--- src/rtl/msi_dec_pkg.sv ---
// Package: shared constants, the page-offset classification type, and the
// bit-range helpers used by the MSI target address decoder.
// Assumes: address widths of at most 64 bits.
package msi_dec_pkg;

    localparam int PAGE_W = 12;

    typedef enum logic [1:0] {
        OFS_WORD_LO = 2'd0,
        OFS_WORD_HI = 2'd1,
        OFS_OTHER   = 2'd2
    } page_ofs_e;

    // Mask with ones in bits [lo, lo+width) and zeros elsewhere.
    function automatic logic [63:0] range_mask(input int lo, input int width);
        logic [63:0] m;
        m = '0;
        for (int i = 0; i < 64; i++) begin
            m[i] = (i >= lo) && (i < lo + width);
        end
        return m;
    endfunction

    // Field of `width` bits starting at bit `lo`, zero-extended.
    function automatic logic [63:0] field_pick(input logic [63:0] a, input int lo, input int width);
        return (a >> lo) & range_mask(0, width);
    endfunction

endpackage

--- src/rtl/msi_cfg_resolve.sv ---
// Module: resolves the effective address layout, either from the
// configuration inputs or from the built-in default, and checks it.
// Outputs the effective field widths and group position, a mask of every
// index bit (page, guest, hart, group), and an invalid-configuration flag.
// Assumes: ADDR_W > PAGE_W and ADDR_W <= 64.
module msi_cfg_resolve
    import msi_dec_pkg::*;
#(
    parameter int ADDR_W    = 32,
    parameter int NUM_HARTS = 8,
    parameter int CFG_W     = 6
) (
    input  logic              use_default,
    input  logic [CFG_W-1:0]  guest_bits,
    input  logic [CFG_W-1:0]  hart_bits,
    input  logic [CFG_W-1:0]  group_bits,
    input  logic [CFG_W-1:0]  group_shift,
    output logic [CFG_W-1:0]  eff_guest,
    output logic [CFG_W-1:0]  eff_hart,
    output logic [CFG_W-1:0]  eff_group,
    output logic [CFG_W-1:0]  eff_shift,
    output logic [ADDR_W-1:0] index_mask,
    output logic              cfg_bad
);

    localparam int DEF_HART  = (NUM_HARTS > 1) ? $clog2(NUM_HARTS) : 0;
    localparam int DEF_SHIFT = 2 * PAGE_W;

    int          low_end;
    int          grp_end;
    logic [63:0] mask64;

    // Pick the effective layout: the default one or the programmed one.
    always_comb begin
        if (use_default) begin
            eff_guest = '0;
            eff_hart  = CFG_W'(DEF_HART);
            eff_group = '0;
            eff_shift = CFG_W'(DEF_SHIFT);
        end else begin
            eff_guest = guest_bits;
            eff_hart  = hart_bits;
            eff_group = group_bits;
            eff_shift = group_shift;
        end
    end

    // Validate the layout and build the mask of index bits.
    always_comb begin
        low_end = PAGE_W + int'(eff_guest) + int'(eff_hart);
        grp_end = int'(eff_shift) + int'(eff_group);
        cfg_bad = (low_end + int'(eff_group) > ADDR_W)
               || (grp_end > ADDR_W)
               || ((eff_group != '0) && (int'(eff_shift) < low_end));
        mask64     = range_mask(0, low_end) | range_mask(int'(eff_shift), int'(eff_group));
        index_mask = mask64[ADDR_W-1:0];
    end

endmodule

--- src/rtl/msi_addr_split.sv ---
// Module: splits a write address into guest, hart and group indices,
// compares the non-index bits with the base address, and classifies the
// page offset.
// Assumes: the layout inputs come from msi_cfg_resolve.
module msi_addr_split
    import msi_dec_pkg::*;
#(
    parameter int ADDR_W  = 32,
    parameter int CFG_W   = 6,
    parameter int FIELD_W = ADDR_W - PAGE_W
) (
    input  logic [ADDR_W-1:0]  addr,
    input  logic [ADDR_W-1:0]  base,
    input  logic [CFG_W-1:0]   eff_guest,
    input  logic [CFG_W-1:0]   eff_hart,
    input  logic [CFG_W-1:0]   eff_group,
    input  logic [CFG_W-1:0]   eff_shift,
    input  logic [ADDR_W-1:0]  index_mask,
    output logic [FIELD_W-1:0] guest_idx,
    output logic [FIELD_W-1:0] hart_idx,
    output logic [FIELD_W-1:0] group_idx,
    output logic               base_match,
    output page_ofs_e          ofs_kind
);

    logic [63:0] a64;
    logic [63:0] g64;
    logic [63:0] h64;
    logic [63:0] r64;

    // Extract the three index fields at their configured positions.
    always_comb begin
        a64       = 64'(addr);
        g64       = field_pick(a64, PAGE_W, int'(eff_guest));
        h64       = field_pick(a64, PAGE_W + int'(eff_guest), int'(eff_hart));
        r64       = field_pick(a64, int'(eff_shift), int'(eff_group));
        guest_idx = g64[FIELD_W-1:0];
        hart_idx  = h64[FIELD_W-1:0];
        group_idx = r64[FIELD_W-1:0];
    end

    // Compare every non-index bit with the base address.
    always_comb begin
        base_match = (((addr ^ base) & ~index_mask) == '0);
    end

    // Classify the offset within the page.
    always_comb begin
        if (addr[PAGE_W-1:0] == PAGE_W'(0)) begin
            ofs_kind = OFS_WORD_LO;
        end else if (addr[PAGE_W-1:0] == PAGE_W'(4)) begin
            ofs_kind = OFS_WORD_HI;
        end else begin
            ofs_kind = OFS_OTHER;
        end
    end

endmodule

--- src/rtl/msi_target_select.sv ---
// Module: maps a (group, hart) pair to a one-hot interrupt file select.
// File k is chosen when hart equals the low H bits of k and group equals
// k shifted right by H. There is one comparator per file.
// Assumes: hart and group are already zero-extended to their field widths.
module msi_target_select
    import msi_dec_pkg::*;
#(
    parameter int FIELD_W   = 20,
    parameter int NUM_HARTS = 8,
    parameter int CFG_W     = 6
) (
    input  logic [FIELD_W-1:0]   hart_idx,
    input  logic [FIELD_W-1:0]   group_idx,
    input  logic [CFG_W-1:0]     hart_bits,
    output logic [NUM_HARTS-1:0] sel,
    output logic                 in_range
);

    for (genvar k = 0; k < NUM_HARTS; k++) begin : g_file
        logic [63:0] kv;
        logic [63:0] k_lo;
        logic [63:0] k_hi;
        // Decide whether this write targets file k.
        always_comb begin
            kv     = 64'(k);
            k_lo   = kv & range_mask(0, int'(hart_bits));
            k_hi   = kv >> hart_bits;
            sel[k] = (64'(hart_idx) == k_lo) && (64'(group_idx) == k_hi);
        end
    end

    // The target is in range when some file matched.
    always_comb begin
        in_range = |sel;
    end

endmodule

--- src/rtl/msi_target_decode.sv ---
// Module (top): MSI target address decoder. Resolves the layout, splits
// each write address, and registers a one-cycle delivery pulse with the
// file select, the index fields and the identity.
// Assumes: the configuration is stable around each write; synchronous
// active-low reset.
module msi_target_decode
    import msi_dec_pkg::*;
#(
    parameter int ADDR_W    = 32,
    parameter int ID_W      = 32,
    parameter int NUM_HARTS = 8,
    parameter int CFG_W     = $clog2(ADDR_W) + 1,
    parameter int FIELD_W   = ADDR_W - PAGE_W
) (
    input  logic                 clk,
    input  logic                 rst_n,
    input  logic                 cfg_use_default,
    input  logic [CFG_W-1:0]     cfg_guest_bits,
    input  logic [CFG_W-1:0]     cfg_hart_bits,
    input  logic [CFG_W-1:0]     cfg_group_bits,
    input  logic [CFG_W-1:0]     cfg_group_shift,
    input  logic [ADDR_W-1:0]    cfg_base,
    input  logic                 wr_valid,
    input  logic [ADDR_W-1:0]    wr_addr,
    input  logic [ID_W-1:0]      wr_data,
    output logic                 deliver_valid,
    output logic [NUM_HARTS-1:0] deliver_sel,
    output logic [FIELD_W-1:0]   deliver_group,
    output logic [FIELD_W-1:0]   deliver_hart,
    output logic [FIELD_W-1:0]   deliver_guest,
    output logic                 deliver_to_guest,
    output logic [ID_W-1:0]      deliver_id,
    output logic                 config_error
);

    logic [CFG_W-1:0]     eff_guest;
    logic [CFG_W-1:0]     eff_hart;
    logic [CFG_W-1:0]     eff_group;
    logic [CFG_W-1:0]     eff_shift;
    logic [ADDR_W-1:0]    index_mask;
    logic                 cfg_bad;
    logic [FIELD_W-1:0]   guest_idx;
    logic [FIELD_W-1:0]   hart_idx;
    logic [FIELD_W-1:0]   group_idx;
    logic                 base_match;
    page_ofs_e            ofs_kind;
    logic [NUM_HARTS-1:0] sel_c;
    logic                 in_range;
    logic                 fire;

    msi_cfg_resolve #(
        .ADDR_W    (ADDR_W),
        .NUM_HARTS (NUM_HARTS),
        .CFG_W     (CFG_W)
    ) u_cfg (
        .use_default (cfg_use_default),
        .guest_bits  (cfg_guest_bits),
        .hart_bits   (cfg_hart_bits),
        .group_bits  (cfg_group_bits),
        .group_shift (cfg_group_shift),
        .eff_guest   (eff_guest),
        .eff_hart    (eff_hart),
        .eff_group   (eff_group),
        .eff_shift   (eff_shift),
        .index_mask  (index_mask),
        .cfg_bad     (cfg_bad)
    );

    msi_addr_split #(
        .ADDR_W  (ADDR_W),
        .CFG_W   (CFG_W),
        .FIELD_W (FIELD_W)
    ) u_split (
        .addr       (wr_addr),
        .base       (cfg_base),
        .eff_guest  (eff_guest),
        .eff_hart   (eff_hart),
        .eff_group  (eff_group),
        .eff_shift  (eff_shift),
        .index_mask (index_mask),
        .guest_idx  (guest_idx),
        .hart_idx   (hart_idx),
        .group_idx  (group_idx),
        .base_match (base_match),
        .ofs_kind   (ofs_kind)
    );

    msi_target_select #(
        .FIELD_W   (FIELD_W),
        .NUM_HARTS (NUM_HARTS),
        .CFG_W     (CFG_W)
    ) u_sel (
        .hart_idx  (hart_idx),
        .group_idx (group_idx),
        .hart_bits (eff_hart),
        .sel       (sel_c),
        .in_range  (in_range)
    );

    // Drive the configuration error flag.
    always_comb begin
        config_error = cfg_bad;
    end

    // A write is delivered when the layout is valid, the base matches,
    // the offset is allowed and the target file exists.
    always_comb begin
        fire = wr_valid && !cfg_bad && base_match && in_range
            && (ofs_kind != OFS_OTHER);
    end

    // Register the delivery pulse and its select.
    always_ff @(posedge clk) begin
        if (!rst_n) begin
            deliver_valid <= 1'b0;
            deliver_sel   <= '0;
        end else begin
            deliver_valid <= fire;
            deliver_sel   <= fire ? sel_c : '0;
        end
    end

    // Capture the payload fields of a delivered write.
    always_ff @(posedge clk) begin
        if (!rst_n) begin
            deliver_group    <= '0;
            deliver_hart     <= '0;
            deliver_guest    <= '0;
            deliver_to_guest <= 1'b0;
            deliver_id       <= '0;
        end else if (fire) begin
            deliver_group    <= group_idx;
            deliver_hart     <= hart_idx;
            deliver_guest    <= guest_idx;
            deliver_to_guest <= (guest_idx != '0);
            deliver_id       <= wr_data;
        end
    end

    p_pulse_src_r5: assert property (@(posedge clk) disable iff (!rst_n)
        deliver_valid |-> $past(wr_valid));

    p_id_carry_r5: assert property (@(posedge clk) disable iff (!rst_n)
        deliver_valid |-> (deliver_id == $past(wr_data)));

    p_cfg_block_r8: assert property (@(posedge clk) disable iff (!rst_n)
        deliver_valid |-> !$past(config_error));

    p_ofs_allowed_r4: assert property (@(posedge clk) disable iff (!rst_n)
        deliver_valid |-> (($past(wr_addr[PAGE_W-1:0]) == PAGE_W'(0))
                        || ($past(wr_addr[PAGE_W-1:0]) == PAGE_W'(4))));

    p_sel_single_r6: assert property (@(posedge clk) disable iff (!rst_n)
        deliver_valid |-> ($countones(deliver_sel) == 1));

    p_sel_idle_r6: assert property (@(posedge clk) disable iff (!rst_n)
        !deliver_valid |-> (deliver_sel == '0));

endmodule

--- config.mk ---
export PLATFORM = sky130hd
export DESIGN_NAME = msi_target_decode
export DESIGN_NICKNAME = d
export VERILOG_FILES = /design/src/rtl/msi_dec_pkg.sv /design/src/rtl/msi_cfg_resolve.sv /design/src/rtl/msi_addr_split.sv /design/src/rtl/msi_target_select.sv /design/src/rtl/msi_target_decode.sv
export SDC_FILE = /design/constraint.sdc
export NUM_CORES = 1
export LEC_CHECK = 0
export CORE_MARGIN = 8
export CORE_UTILIZATION = 48
export DETAILED_ROUTE_END_ITERATION = 6
export PLACE_DENSITY = 0.79
export SYNTH_ARGS = -nofsm -noshare
export SYNTH_HDL_FRONTEND = slang
export SYNTH_SLANG_ARGS = --single-unit
--- constraint.sdc ---
create_clock -name clk -period 6.7 [get_ports clk]
set_input_delay 1.34 -clock clk [delete_from_list [all_inputs] [get_ports clk]]
set_output_delay 1.34 -clock clk [all_outputs]
set_load 0.01 [all_outputs]
# After elaboration in Yosys (flattened, before gate mapping)
# Cells that the tools add are included.
# classes
n_addsub	4
n_lt_le_gt_ge	159
eq_ne	17
shifts	10
muxes	6
bitwise_logic	7
n_reduce_logical	55
# op_table
cell	count
6-bit by 32-bit < comparator with 1-bit output (first input constant)	32
20-bit by 64-bit equality test with 1-bit output	8
5-bit by 32-bit < comparator with 1-bit output (first input constant)	16
4-bit by 32-bit < comparator with 1-bit output (first input constant)	8
3-bit by 6-bit >> shifter with 64-bit output (first input constant)	4
4-bit by 6-bit < comparator with 1-bit output (first input constant)	24
3-bit by 32-bit < comparator with 1-bit output (first input constant)	4
1-bit by 6-bit >> shifter with 64-bit output (first input constant)	2
2-bit by 6-bit >> shifter with 64-bit output (first input constant)	2
5-bit by 6-bit greater-or-equal comparator with 1-bit output (first input constant)	16
20-bit by 3-bit equality test with 1-bit output	4
3-bit by 6-bit < comparator with 1-bit output (first input constant)	12
5-bit by 6-bit < comparator with 1-bit output (first input constant)	12
32-bit by 7-bit adder with 32-bit output	2
32-bit by 7-bit > comparator with 1-bit output (second input constant)	2
64-bit logical NOT	1
1-bit by 32-bit < comparator with 1-bit output (first input constant)	2
2-bit by 32-bit < comparator with 1-bit output (first input constant)	2
20-bit bitwise AND	3
4-bit by 6-bit greater-or-equal comparator with 1-bit output (first input constant)	8
1-bit logical AND	45
20-bit by 2-bit equality test with 1-bit output	2
1-bit by 6-bit < comparator with 1-bit output (first input constant)	6
2-bit by 6-bit < comparator with 1-bit output (first input constant)	6
other kinds (25)	35
# word_totals
regBits	102
input_bits	124
output_inout_bits	103
word_cells	265

# Longest topological paths before layout
# Gate-level depths: netlist (run 1).
# depth
word_depth	13
mapped_depth	30
depth_no_buf	19

# Modules after synthesis
# From an unflattened synthesis (run 1), not the netlist that was laid out.
# unflattened
hier_cells	1404
hier_area_um2	11258.3
# modules_own_cells
module	n_inst	cells_each	area_each_um2	seq_area_each_um2
msi_addr_split	1	520	4399.2	0.0
msi_target_decode	1	452	4030.1	2042.0
msi_cfg_resolve	1	339	2284.7	0.0
msi_target_select	1	93	544.3	0.0

# Worst setup path before layout (run 1)
# No wires, ideal clock.
# synth_path
kind	input to output
startpoint	input cfg_use_default
endpoint	output config_error
arrival_ps	5425
setup_slack_ps	-65
path_stages	22
n_path_buf	9
cell_sequence	buf_2 buf_6 buf_6 buf_6 buf_6 buf_2 buf_2 clkbuf_1 or2_2 ha_1 fa_1 nor3_1 nor2_1 buf_4 ha_1 a21o_1 a21oi_1 xor2_1 nand4b_1 o21ai_0 o211a_1 o2111ai_1
# synth_via
elab_chain_len	7
elab_cells_between_ends	15
# synth_lines
item	line_no	rtl
start, declared	msi_target_decode.sv:17	input logic cfg_use_default,
6-bit two-way mux	msi_cfg_resolve.sv:35	if (use_default) begin
4-bit by 6-bit adder with 7-bit output	msi_cfg_resolve.sv:50	low_end = PAGE_W + int'(eff_guest) + int'(eff_hart);
32-bit by 7-bit adder with 32-bit output	msi_cfg_resolve.sv:50	
32-bit by 7-bit adder with 32-bit output	msi_cfg_resolve.sv:52	cfg_bad = (low_end + int'(eff_group) > ADDR_W)
32-bit by 7-bit > comparator with 1-bit output	msi_cfg_resolve.sv:52	
1-bit logical OR	msi_cfg_resolve.sv:53	|| (grp_end > ADDR_W)
1-bit logical OR (*)	msi_cfg_resolve.sv:54	|| ((eff_group != '0) && (int'(eff_shift) < low_end));
end, declared	msi_target_decode.sv:33	output logic config_error
# Every way passes the cells marked *; elsewhere a longest branch is shown, timed or not.

# Worst setup path after layout (run 1)
# layout_path
startpoint	input cfg_hart_bits[0]
endpoint	output config_error
# layout_via
elab_chain_len	6
elab_cells_between_ends	8
# layout_lines
item	line_no	rtl
start, declared	msi_target_decode.sv:19	input logic [CFG_W-1:0] cfg_hart_bits,
6-bit two-way mux (*)	msi_cfg_resolve.sv:35	
32-bit by 7-bit adder with 32-bit output (*)	msi_cfg_resolve.sv:50	
32-bit by 7-bit adder with 32-bit output	msi_cfg_resolve.sv:52	
32-bit by 7-bit > comparator with 1-bit output	msi_cfg_resolve.sv:52	
1-bit logical OR	msi_cfg_resolve.sv:53	
1-bit logical OR (*)	msi_cfg_resolve.sv:54	
# Marked as above.

==> results of run 1 <==
## worst max-delay path: cells and delay by family
kind | cells | cell delay [ns]
AOI/OAI and AO/OA | 6 | 1.12
xor gates and xnor gates | 1 | 0.19
buffers and inverters | 2 | 0.76
adders and majority gates | 3 | 0.93
and+or+nand+nor | 3 | 0.60
## cell type report
| type | count | area (um2) | share of cell area [%] |
|---|---|---|---|
| Tap cell | 285 | 356.6 | 2.550 |
| Sequential cell | 102 | 2042 | 14.60 |
| Antenna cell | 2 | 5.005 | 0.03579 |
| Clock buffer | 9 | 225.2 | 1.611 |
| Inverter | 46 | 172.7 | 1.235 |
| Multi-Input combinational cell | 1182 | 8167 | 58.40 |
| Timing Repair Buffer | 316 | 2955 | 21.13 |
| Clock inverter | 6 | 60.06 | 0.4295 |
## state kept, by name (all words and copies together), names as in the netlist
register          cells
deliver_group        20
deliver_guest        20
deliver_hart         20
deliver_id           32
deliver_sel           8
deliver_to_guest      1
deliver_valid         1
## power breakdown
part	switching (mW)	internal, mW
Combinational	0.560	0.351
Clock	0.242	0.257
Sequential	0.000000164	0.606
Total	0.802	1.21
## cell families (layout without fill, tap and decap cells)
kind of cell,count (synthesis),after routing
AOI/OAI and AO/OA,408,408
buffers and inverters,169,377
and+or+nand+nor,575,575
DFF,102,102
adders and majority gates,28,28
muxes,117,117
xor gates and xnor gates,54,54
other,0,2
## metrics by stage
stage | worst slack, ns | area (um2)
after floorplan | 0.01304 | 10990
after global placement | 0.2390 | 13690
after detailed placement | 0.1816 | 13690
after CTS | 0.1591 | 13970
after global routing | 0.2482 | 13980
final | 0.4149 | 13980
## synth_stat cells, types with 11 or more instances
cell type    n
nor2b_1     21
o22ai_1     23
buf_2       28
a21oi_1     83
nor3_1      35
ha_1        24
nand3_1     45
o211ai_1    24
a21o_1      11
mux2i_1     78
clkbuf_1    71
nand2b_1    15
dfxtp_1    102
o221ai_1    15
nor3b_1     14
mux2_2      17
o21ai_0     71
nand3b_1    17
nand2_1    183
nor4_1      15
nor2_1      97
o2111ai_1   13
inv_1       38
xor2_1      33
xnor2_1     20
nand4_1     23
and3_1      44
o31ai_1     15
mux4_2      22
a211oi_1    12
## layer usage
layer	part of all wire, %	track usage, %	up-vias
met3	13	10.18	220
met2	43	55.04	1047
met4	4.9	14.29	0
met5	0	0	-
li1	-	-	5865
met1	39	46.46	6248
## final timing paths
path	startpoint	endpoint	slack (ns)	cells after the start
worst min register to register	deliver_guest[8]$_SDFFE_PN0P_	deliver_guest[8]$_SDFFE_PN0P_	0.46	2
worst max register to register	deliver_hart[1]$_SDFFE_PN0P_	deliver_hart[1]$_SDFFE_PN0P_	5.96	2
worst max-delay path	cfg_hart_bits[0]	config_error	0.41	15
worst min-delay path	deliver_guest[8]$_SDFFE_PN0P_	deliver_guest[8]$_SDFFE_PN0P_	0.46	2
==> reports/results.txt, run 1 <==
Yosys reg bits - 102
CP Cell Sequence - clkdlybuf4s50_1, or2_2, ha_1, fa_1, o21a_1, nor2_1, ha_1, a21o_1, a21oi_1, xor2_1, nand4b_1, o21ai_0, o211a_1, o2111ai_1, dlymetal6s2s_1
Synth Area in Compound Gates - 25.99%
Period utilization - 93.81%
Pleak - 5.706 nW
Dpl hpwl - 40,650 um
Core box area - 0.02257 mm2
CP Data Required Time - 5.36 ns
Die Height - 167.3 um
Via/cell ratio - 6.869
Setup_tns - 0 ns
Final net count - 1,808
Slowest-stage cell, CP - clkdlybuf4s50_1
RSZ-0062 raised after global routing - false
GRT Total Usage - 35.76%
Final Slew Violations - 0
Total CTS buffers - 9
Grt ovf - 0
Drt first pass iters - 6
CP Launch Type - input port
Top cell type's share of synthesized area - 18.59%
Overall power - 2.016 mW
Clock skew - 0 ns
Fin. Hold Viols - 0
Root buffer cell - clkbuf_16
Worst-margin pin slew - 1.010 ns
YS warnings - 0
Initial antenna violation count - 1
Worst Hold Class - flop to flop
Mean post-synth cell area - 7.558 um2
Ratio of cells with drive above 1 in the final layout - 11.08%
Vias in the first global route - 12.69k
Worst EP arrival - 4.95 ns
Hold-fix buffers, CTS - 0
# fillers - 1,989
Routed wire length - 52,690 um
H-Tree Depth - 3
Critical path type - input port to output port
Die footprint - 0.02797 mm2
Post-synth EDFFs - 0
Synth async-reset ratio - 0%
Status - finished, final reports clean
IO buf count - 226
Combinational family with the most area after synthesis - simple AND/OR/NAND/NOR gates
Most frequent cells in the layout - clkdlybuf4s50_1 (221), nand2_1 (183), dfxtp_1 (102), nor2_1 (97), buf_4 (89)
First-pass GRT wire length - 78,670 um
Hold slack - 0.4591 ns
Area leader, netlist - dfxtp_1
Drt drc - 0
DR iter-0 viols - 2,063
Clock transition at path regs - 0.07 ns
WL/cell - 27.05 um
Syn nets - 1,604
Pwr Density - 144.2 mW/mm2
Mapped Cells - 1,453
Most used DFF post-synth - dfxtp_1
Max transition margin - 31.68%
Placed insts - 1,931
Initial core utilization - 48.65%
Synth area leaders - dfxtp_1 (19%), mux2i_1 (7.1%), nand2_1 (6.3%)
Max cap viols - 0
Max clock buf depth - 2
Synth unique cells - 103
Mux share of post-synthesis cell area - 13.36%
Cell mode on critical path - ha_1
Peak supply drop - 0.1158 mV
Post-cts sizing count - 0
Setup Fix Bufs, Post-CTS - 0
Fin cells - 1,948
TritonCTS clock tree - done
GP Congestion - 1.144
Via count - 13.38k
Clock sink count - 102
Mapped cell area - 0.01098 mm2
Synth Area in Simple Gates - 27.07%
Max Fanout on Critical Path - 4
ANT nets after route - 0
XOR/XNOR Fraction of Synth Area - 4.478%
Most common cell after layout, fill and taps aside - clkdlybuf4s50_1
Sequential fraction of the synthesis area - 18.59%
Pin count of the biggest net entering global routing - 87
Die X - 167.3 um
Post-Synth Adder-Cell Area - 3.372%
P&R area growth vs syn - 27.33%
# rows - 55
F_max - 159.1 MHz
Final Util - 61.95%
Period minus WS final - 6.285 ns
Boundary pin count - 227
Critical Path Sink Type - output port
Clock latency on the worst-skew pair - 0.34 ns
CP peak stage delay - 0.53 ns
Endpoints failing setup - 0
Note: power is estimated with default switching activity, not from simulation.
==> run 2, diff against run 1 <==
--- a/config.mk
+++ b/config.mk
@@ -5,10 +5,13 @@
 export SDC_FILE = /design/constraint.sdc
 export NUM_CORES = 1
 export LEC_CHECK = 0
+export CELL_PAD_IN_SITES_DETAIL_PLACEMENT = 1
+export CELL_PAD_IN_SITES_GLOBAL_PLACEMENT = 1
 export CORE_MARGIN = 8
-export CORE_UTILIZATION = 48
+export CORE_UTILIZATION = 35
+export CTS_BUF_LIST = sky130_fd_sc_hd__clkbuf_4 sky130_fd_sc_hd__clkbuf_8 sky130_fd_sc_hd__clkbuf_16
 export DETAILED_ROUTE_END_ITERATION = 6
-export PLACE_DENSITY = 0.79
+export PLACE_DENSITY_LB_ADDON = 0.1
 export SYNTH_ARGS = -nofsm -noshare
 export SYNTH_HDL_FRONTEND = slang
 export SYNTH_SLANG_ARGS = --single-unit
==> reports/results.txt, run 2 (synthesis gave the netlist of run 1 again) <==
Grt ovf - 0 (unchanged)
Worst EP arrival - 4.94 ns (about the same)
Most frequent cells in the layout - clkdlybuf4s50_1 (222), nand2_1 (183), dfxtp_1 (102), nor2_1 (97), buf_4 (93)
TritonCTS clock tree - done
F_max - 159.3 MHz (+0.12%)
Ant diodes - 0 (-2)
First-pass GRT wire length - 84,550 um (+7.5%)
Clock transition at path regs - 0.07 ns (about the same)
Worst Reg-to-Reg Cells - 2 (unchanged)
Fin cells - 2,071 (+6.3%)
Post-route cell area - 0.01424 mm2 (+1.9%)
RSZ-0062 raised after global routing - false
Drt first pass iters - 7 (+1)
Setup Fix Bufs, Post-CTS - 0 (unchanged)
Final net count - 1,815 (+0.39%)
CP Cell Sequence - clkdlybuf4s50_1, inv_1, nor2_1, o21ai_0, ha_1, inv_1, or3_1, nand2_1, inv_1, ha_1, a21oi_2, xor2_1, nand4b_1, o21ai_0, o211a_1, o2111ai_1, dlymetal6s2s_1
Die Height - 193.1 um (+15%)
Register area - 0.002042 mm2 (unchanged)
# rows - 65 (+18%)
Period utilization - 93.69% (-0.11 points)
Boundary pin count - 227 (unchanged)
Max transition margin - 31.33% (-0.35 points)
Most common cell after layout, fill and taps aside - clkdlybuf4s50_1
Core box area - 0.03123 mm2 (+38%)
Worst r2r dst - deliver_group[0]$_SDFFE_PN0P_
Status - finished, final reports clean
Cell mode on critical path - inv_1
Via/cell ratio - 6.258 (-8.9%)
Pwr Density - 146.0 mW/mm2 (+1.2%)
H-Tree Depth - 3 (unchanged)
Max cap viols - 0 (unchanged)
Via count - 12.96k (-3.1%)
CP Launch Type - input port
Initial antenna violation count - 0 (-1)
Period minus WS final - 6.278 ns (-0.007568 ns)
WL/cell - 27.54 um (+1.8%)
Worst Hold Class - flop to flop
Max clock buf depth - 2 (unchanged)
Slowest-stage cell, CP - clkdlybuf4s50_1
GRT Total Usage - 29.92% (-5.8 points)
ANT nets after route - 0 (unchanged)
Area occupied by multi-input gates - 0.008170 mm2 (about the same)
Hold Path Origin - deliver_id[18]$_SDFFE_PN0P_
Max Fanout on Critical Path - 4 (unchanged)
Hold-fix buffers, CTS - 0 (unchanged)
CP peak stage delay - 0.54 ns (about the same)
Worst-margin pin slew - 1.004 ns (-0.006468 ns)
# fillers - 3,807 (+91%)
Endpoints failing setup - 0 (unchanged)
Ratio of cells with drive above 1 in the final layout - 11.56% (+0.49 points)
Final Slew Violations - 0 (unchanged)
Reg-to-reg startpoint - deliver_group[0]$_SDFFE_PN0P_
Cell family with most CP delay - buffers and inverters
IO buf count - 226 (unchanged)
Area after DPL - 0.01392 mm2 (+1.7%)
CP Data Required Time - 5.36 ns (about the same)
Final Util - 45.61% (-16 points)
Worst path buffer plus inverter count - 5 (+3)
Root buffer cell - clkbuf_16
Clock latency on the worst-skew pair - 0.35 ns (about the same)
Setup slack, reg-to-reg - 6.00 ns (+0.04 ns)
Max FFs per register - 32 (unchanged)
P&R area growth vs syn - 29.69%
Vias in the first global route - 13.21k (+4.1%)
Clock sink count - 102 (unchanged)
Dpl hpwl - 45,430 um (+12%)
Critical Path Sink Type - output port
Setup_tns - 0 ns (unchanged)
Top reg by flops - deliver_id
Hold depth - 2 (unchanged)
WHS Endpoint - deliver_id[18]$_SDFFE_PN0P_
Die X - 193.1 um (+15%)
Critical path type - input port to output port
Clock skew - 0 ns (unchanged)
Pin count of the biggest net entering global routing - 81 (-6.9%)
DR iter-0 viols - 1,207 (-41%)
Die footprint - 0.03730 mm2 (+33%)
Overall power - 2.079 mW (+3.1%)
Total CTS buffers - 9 (unchanged)
Peak supply drop - 0.09992 mV (-14%)
Routed wire length - 57,040 um (+8.2%)
GP Congestion - 0.9699 (-15%)
Drt drc - 0 (unchanged)
Placed insts - 2,055 (+6.4%)
Initial core utilization - 35.16% (-13 points)
Fin. Hold Viols - 0 (unchanged)
Pleak - 5.765 nW (+1.0%)
[run 2: cell count changes in the layout (fill, tap and decap cells not counted), sizes merged]
cell / change
buf: +7
clkinvlp: -2
diode: -2
inv: +2
clkdlybuf4s50: +1
clkinv: +1
dlymetal6s2s: -1
[run 2: worst max-delay path by stage]
stage,from,endpoint,slack (ns),cells after the start
final,cfg_guest_bits[2],config_error,0.42,17
after global routing,cfg_guest_bits[2],config_error,0.17,17
after CTS,cfg_guest_bits[2],config_error,0.08,17
after detailed placement,cfg_guest_bits[2],config_error,0.08,17
after global placement,cfg_hart_bits[0],config_error,0.29,16
after floorplan,cfg_use_default,config_error,0.01,22
[run 2: power by group]
part           internal, mW  switching (mW)  leakage (nW)  total, mW
registers             0.605     0.000000153         0.821      0.605
clock network         0.269           0.262         0.151      0.531
logic                 0.362           0.581          4.79      0.943
[run 2: cell type report]
| type | count | area share [%] |
|---|---|---|
| multi-input cells | 1182 | 57.37 |
| repair buffers | 323 | 21.37 |
| flip-flops and latches | 102 | 14.34 |
| well taps | 402 | 3.532 |
| clock buffers | 9 | 1.581 |
| inverters | 46 | 1.212 |
| clock inverters | 7 | 0.6062 |
[run 2: through the flow]
step	setup WS (ns)	hold WS, ns
floorplan	0.01304	0.4823
global route	0.1704	0.4887
detailed placement	0.08278	0.4527
finish	0.4225	0.4595
CTS	0.07742	0.4632
global placement	0.2854	0.4439
[run 2: metal layers]
| metal | part of all wire [%] | GRT usage [%] | up-vias |
|---|---|---|---|
| met5 | 0 | 0 | - |
| met4 | 3.0 | 9.083 | 0 |
| met3 | 9.9 | 7.896 | 103 |
| met2 | 43 | 45.92 | 638 |
| met1 | 44 | 40.49 | 6360 |
| li1 | - | - | 5860 |
[run 2: worst min-delay path: stages, from the launching register on]
cell and delay, ns:
dfxtp_1 0.31, nand2_1 0.05, mux2i_1 0.05
[run 2: timing repair]
item | CTS | global route
endpoints found under the hold margin | 0 | 0
gates resized for setup | 0 | 2
setup endpoints to repair | 0 | 1
